--- src/rtl/epd_seq_pkg.sv ---
package epd_seq_pkg;

    typedef enum logic [2:0] {
        ST_IDLE,
        ST_FRAME,
        ST_LINE,
        ST_EOF,
        ST_DONE
    } seq_state_e;

endpackage

--- src/rtl/epd_stage_timer.sv ---
module epd_stage_timer #(
    parameter int TMR_W = 10
) (
    input  logic             clk,
    input  logic             rst_n,
    input  logic             clr,
    input  logic             tick,
    input  logic [TMR_W-1:0] budget,
    output logic             expired
);
    logic [TMR_W-1:0] ms_q;

    always_ff @(posedge clk or negedge rst_n) begin
        if (!rst_n) begin
            ms_q <= '0;
        end else if (clr) begin
            ms_q <= '0;
        end else if (tick && (ms_q != '1)) begin
            ms_q <= ms_q + 1'b1;
        end
    end

    assign expired = (ms_q >= budget);
endmodule

--- src/rtl/epd_line_counter.sv ---
module epd_line_counter #(
    parameter int LINE_W = 8
) (
    input  logic              clk,
    input  logic              rst_n,
    input  logic              load,
    input  logic              step,
    input  logic [LINE_W-1:0] last_idx,
    output logic [LINE_W-1:0] line,
    output logic              at_last
);
    always_ff @(posedge clk or negedge rst_n) begin
        if (!rst_n) begin
            line <= '0;
        end else if (load) begin
            line <= '0;
        end else if (step && !at_last) begin
            line <= line + 1'b1;
        end
    end

    assign at_last = (line == last_idx);
endmodule

--- src/rtl/epd_frame_counter.sv ---
module epd_frame_counter #(
    parameter int FCNT_W = 8
) (
    input  logic              clk,
    input  logic              rst_n,
    input  logic              clr,
    input  logic              inc,
    output logic [FCNT_W-1:0] count
);
    always_ff @(posedge clk or negedge rst_n) begin
        if (!rst_n) begin
            count <= '0;
        end else if (clr) begin
            count <= '0;
        end else if (inc && (count != '1)) begin
            count <= count + 1'b1;
        end
    end
endmodule

--- src/rtl/epd_stage_seq.sv ---
module epd_stage_seq
    import epd_seq_pkg::*;
#(
    parameter int N_STAGES        = 4,
    parameter int LINES_SMALL     = 96,
    parameter int LINES_LARGE     = 176,
    parameter int BUDGET_SMALL_MS = 480,
    parameter int BUDGET_LARGE_MS = 630,
    parameter int FCNT_W          = 8,
    parameter int STAGE_W         = $clog2(N_STAGES),
    parameter int LINE_W          = $clog2(LINES_LARGE)
) (
    input  logic               clk,
    input  logic               rst_n,
    input  logic               start,
    input  logic [1:0]         panel_sel,
    input  logic               ms_tick,
    input  logic               line_done,
    output logic               line_req,
    output logic [STAGE_W-1:0] stage_idx,
    output logic [LINE_W-1:0]  line_num,
    output logic               frame_start,
    output logic [FCNT_W-1:0]  frame_count,
    output logic               busy,
    output logic               done
);
    localparam int TMR_W = $clog2(BUDGET_LARGE_MS + 1);
    localparam logic [STAGE_W-1:0] LAST_STAGE = STAGE_W'(N_STAGES - 1);

    seq_state_e state_q, state_d;

    logic [LINE_W-1:0] last_idx_q;
    logic [TMR_W-1:0]  budget_q;
    logic [STAGE_W-1:0] stage_q;

    logic accept, advance, expired, at_last;

    assign accept  = (state_q == ST_IDLE) && start;
    assign advance = (state_q == ST_EOF) && expired && (stage_q != LAST_STAGE);

    // next-state logic
    always_comb begin
        state_d = state_q;
        unique case (state_q)
            ST_IDLE:  if (start) state_d = ST_FRAME;
            ST_FRAME: state_d = ST_LINE;
            ST_LINE:  if (line_done && at_last) state_d = ST_EOF;
            ST_EOF: begin
                if (expired && (stage_q == LAST_STAGE)) state_d = ST_DONE;
                else                                    state_d = ST_FRAME;
            end
            ST_DONE:  state_d = ST_IDLE;
            default:  state_d = ST_IDLE;
        endcase
    end

    // state register and per-update context
    always_ff @(posedge clk or negedge rst_n) begin
        if (!rst_n) begin
            state_q    <= ST_IDLE;
            stage_q    <= '0;
            last_idx_q <= LINE_W'(LINES_SMALL - 1);
            budget_q   <= TMR_W'(BUDGET_SMALL_MS);
        end else begin
            state_q <= state_d;
            if (accept) begin
                stage_q <= '0;
                if (panel_sel[1]) begin
                    last_idx_q <= LINE_W'(LINES_LARGE - 1);
                    budget_q   <= TMR_W'(BUDGET_LARGE_MS);
                end else begin
                    last_idx_q <= LINE_W'(LINES_SMALL - 1);
                    budget_q   <= TMR_W'(BUDGET_SMALL_MS);
                end
            end else if (advance) begin
                stage_q <= stage_q + 1'b1;
            end
        end
    end

    // Moore outputs
    always_comb begin
        frame_start = (state_q == ST_FRAME);
        line_req    = (state_q == ST_LINE);
        busy        = (state_q == ST_FRAME) || (state_q == ST_LINE) || (state_q == ST_EOF);
        done        = (state_q == ST_DONE);
    end

    assign stage_idx = stage_q;

    epd_stage_timer #(.TMR_W(TMR_W)) u_timer (
        .clk     (clk),
        .rst_n   (rst_n),
        .clr     (accept || advance),
        .tick    (ms_tick && busy),
        .budget  (budget_q),
        .expired (expired)
    );

    epd_line_counter #(.LINE_W(LINE_W)) u_lines (
        .clk      (clk),
        .rst_n    (rst_n),
        .load     (state_q == ST_FRAME),
        .step     ((state_q == ST_LINE) && line_done),
        .last_idx (last_idx_q),
        .line     (line_num),
        .at_last  (at_last)
    );

    epd_frame_counter #(.FCNT_W(FCNT_W)) u_frames (
        .clk   (clk),
        .rst_n (rst_n),
        .clr   (accept || advance),
        .inc   (state_q == ST_FRAME),
        .count (frame_count)
    );
endmodule

--- config.mk ---
export PLATFORM = sky130hd
export DESIGN_NAME = epd_stage_seq
export DESIGN_NICKNAME = d
export VERILOG_FILES = /design/src/rtl/epd_seq_pkg.sv /design/src/rtl/epd_stage_timer.sv /design/src/rtl/epd_line_counter.sv /design/src/rtl/epd_frame_counter.sv /design/src/rtl/epd_stage_seq.sv
export SDC_FILE = /design/constraint.sdc
export NUM_CORES = 1
export LEC_CHECK = 0
export BUFFER_PORTS_ARGS = -buffer_cell sky130_fd_sc_hd__buf_2
export CAP_MARGIN = 20
export CORE_ASPECT_RATIO = 0.75
export CORE_UTILIZATION = 40
export DETAILED_ROUTE_END_ITERATION = 10
export PLACE_DENSITY = 0.73
export SLEW_MARGIN = 15
export SYNTH_ARGS = -nofsm -noshare
export SYNTH_HDL_FRONTEND = slang
export SYNTH_SLANG_ARGS = --single-unit
--- constraint.sdc ---
create_clock -name clk -period 1.9 [get_ports clk]
set_clock_uncertainty 0.1 [all_clocks]
set_input_delay 0 -clock clk [delete_from_list [all_inputs] [get_ports clk]]
set_output_delay 0 -clock clk [all_outputs]
set_load 0.05 [all_outputs]
==> metrics.md <==
| Metric | Value |
|---|---|
| Initial Utilization | `43.13%` |
| Mapped cell area | `1983 um^2` |
| Flop2flop setup slack | `0.005 ns` |
| Clock transition at path regs | `0.07 ns` |
| Crit Path Category | `flip-flop to flip-flop` |
| Final #Nets | `274` |
| Largest net degree at the start of global routing | `34` |
| Global-route wire length before repair | `7907 um` |
| Clock buffer depth | `2` |
| Peak VDD IR | `0.7361 mV` |
| Site Rows | `21` |
| WHS | `0.05882 ns` |
| Mapped Cells | `200` |
| DRT Pass-1 Iters | `4` |
| Pwr/cell area | `1150 nW/um^2` |
| Ys Warns | `0` |
| Final Power | `3.212 mW` |
| Die Y | `62.98 um` |
| Htree depth | `2` |
| Post-route ant nets | `0` |
| Synth top area share | `40.38%` |
| Crit path largest cell delay | `0.55 ns` |
| CTS tree | `done` |
| N_diodes | `0` |
| RePlAce Congestion | `0.8316` |
| Period utilisation layout | `99.75%` |
| Final setup vio count | `0` |
| CP Max Fanout | `4` |
| Worst path cell trace | `inv_2, ha_1, nand3_2, nor2_4, o311ai_4, buf_4, a21bo_2, a21oi_2` |
| Worst R2R Start | `last_idx_q[6]` |
| Outcome | `finished, final reports clean` |
| Area leader, netlist | `dfrtp_1` |
| Hold endpoint | `state_q[0]` |
| CTS Root Cell | `clkbuf_8` |
| Max-cap viol count | `0` |
| Wire length per cell | `16.12 um` |
| CP Launch Type | `flip-flop` |
| DIE WIDTH | `83.31 um` |
| Critical path's slowest cell | `dfstp_2` |
| Core region area | `4598 um^2` |
| Die Area | `5247 um^2` |
| Synth area leaders | `dfrtp_1 40%, ha_1 6.3%, nor3_1 4.3%, xor2_1 4.0%, nor2_1 3.6%` |
| HPWL after DPL | `3175 um` |
| Post-synth top flop | `dfrtp_1` |
| Worst R2R Path Depth | `8` |
| Synth unique cells | `50` |
| Drt total wl | `5077 um` |
| Clock buffer count from CTS | `5` |
| Fraction of layout cells with a size suffix above 1 | `44.96%` |
| Via count | `1794` |
| Worst slew margin | `50.81%` |
| I/O pin count | `29` |
| Sequential area share after synthesis | `41.70%` |
| Buffers on Ports | `27` |
| Tightest Pin Transition | `0.7379 ns` |
| CTS sink cnt | `33` |
| Drt drc | `0` |
| Initial antenna violation count | `0` |
| Hold path start | `line_done` |
| Synthesized flop and latch total | `33` |
| GR Overflow Total | `0` |
| Final hold vios | `0` |
| Initial DRC count | `95` |
| EDFF count, synth | `0` |
| Vias in the first global route | `1653` |
| Synthesis-to-layout area growth | `40.82%` |
| Crit. End Element | `flip-flop` |
| Hold Path Class | `primary input to flip-flop` |
| GRT Total Usage | `19.28%` |
| WP data arrival | `2.02 ns` |
| Worst Setup SP | `last_idx_q[6]` |
| Syn nets | `217` |
| Worst flop-to-flop path endpoint | `stage_idx[1]` |
| Worst skew pair latency | `0.30 ns` |
| Hold Path Stages | `5` |
| Crit path time final | `1.895 ns` |
| Fmax | `527.7 MHz` |
| DR vias/cell | `5.695` |
| Slew Viols, Final | `0` |
| RSZ-0062 raised after global routing | `yes` |
| Post-Syn Area per Cell | `9.916 um^2` |
| Leakage | `1.247 nW` |
| CP required | `2.03 ns` |
| FFs w/ async S/R, synth | `100.0%` |
==> how the worst max path moves through the flow <==
stage / to / slack [ns] / depth (start not counted)
global route: stage_idx[1] / -0.08 / 8
detailed placement: stage_idx[1] / -0.09 / 8
floorplan: u_lines.line[3] / -0.00003 / 7
CTS: stage_idx[1] / -0.02 / 7
finish: stage_idx[1] / 0.005 / 8
global placement: stage_idx[1] / -0.03 / 8
==> layout make-up <==
cell class              instances  area [um^2]
fillers                       377         1805
well taps                      57        71.32
clock inverters                 1        30.03
multi-input cells             158         1393
flip-flops and latches         33        830.8
clock buffers                   7        86.33
inverters                       5        18.77
repair buffers                 54        362.8
==> cell usage after synthesis (all sizes together) (2+ instances only) <==
cell type and instances:
mux2i 3, and3 6, o21a 2, xnor2 8
dfrtp 32, o21ai 3, nand2 13, a21o 3
nand4 9, xor2 9, and2 3, inv 5
a21oi 5, and4 2, nand3 14, nor4b 3
nor3 20, ha 10, nor3b 2, buf 4
nor2 19, nor4 3, clkbuf 2
==> registers in the layout (all words and copies together) (netlist names) <==
name	count
last_idx_q	2
u_timer.ms_q	10
stage_idx	2
u_lines.line	8
u_frames.count	8
state_q	3
==> layout by cell type (no fill, tap or decap), types with 2 or more instances in the layout <==
cell | Yosys | final
a21o_1 | 3 | 3
a21oi_1 | 5 | 4
and2_1 | 3 | 3
and3_1 | 6 | 5
and4_1 | 2 | 2
buf_2 | 3 | 26
buf_4 | 1 | 20
buf_6 | 0 | 4
clkbuf_8 | 0 | 6
dfrtp_1 | 32 | 29
dfrtp_2 | 0 | 3
dlygate4sd3_1 | 0 | 3
ha_1 | 10 | 6
ha_4 | 0 | 3
inv_1 | 4 | 2
inv_2 | 1 | 3
mux2i_1 | 3 | 3
nand2_1 | 11 | 9
nand2_2 | 1 | 4
nand3_1 | 14 | 13
nand4_1 | 9 | 9
nor2_1 | 19 | 17
nor3_1 | 17 | 3
nor3_2 | 3 | 13
nor3_4 | 0 | 4
nor4_4 | 0 | 2
nor4b_4 | 0 | 2
o21ai_0 | 3 | 3
xnor2_1 | 8 | 8
xor2_1 | 9 | 9
==> metal layers <==
metal | GRT usage (%) | vias to the layer above | wire length (um)
met5 | 0 | - | 0
met1 | 26.95 | 869 | 2395
met4 | 5.819 | 0 | 77
met2 | 28.18 | 55 | 2276
li1 | - | 862 | -
met3 | 6.473 | 8 | 329
==> repair_timing <==
item / CTS / global route
gates resized for setup: 27 / 21
pin swaps: 24 / 10
buffers inserted: 3 / 2
hold buffers: 3 / 0
setup endpoints to repair: 18 / 28
cloned: 1 / 1
hold endpoints to repair: 35 / 0
==> power breakdown <==
part	switching [mW]	internal (mW)
sequential	0.120	0.830
clock	0.261	0.427
combinational	0.967	0.607
==> through the flow <==
stage          instances  util, %     TNS (ns)  instance area, um^2  worst slack, ns
2_1_floorplan        200        -  -0.00002942                 2008      -0.00002942
3_5_place_dp         297    50.67      -0.8207                 2330         -0.08994
6_report             315    60.73            0                 2793         0.004831
3_3_place_gp         297    50.67     -0.04793                 2330         -0.02763
5_1_grt              315    60.73      -0.6857                 2793         -0.07641
4_1_cts              312    57.50     -0.02634                 2644         -0.01650
==> worst max-delay path, delay by kind of cell, from the launching register on <==
family / cells / cell delay, ns
adders and majority gates: 1 / 0.28
AOI/OAI and AO/OA: 3 / 0.45
DFF: 1 / 0.55
and+or+nand+nor: 2 / 0.22
buffers and inverters: 2 / 0.23
==> cell families after synthesis <==
family | synth area share [%]
simple gates | 29.15
xor+xnor | 7.508
compound gates | 10.79
fa+ha+maj | 6.309
flops | 41.70
buf+inv | 2.460
mux | 2.082
(Power assumes the default switching activity.)
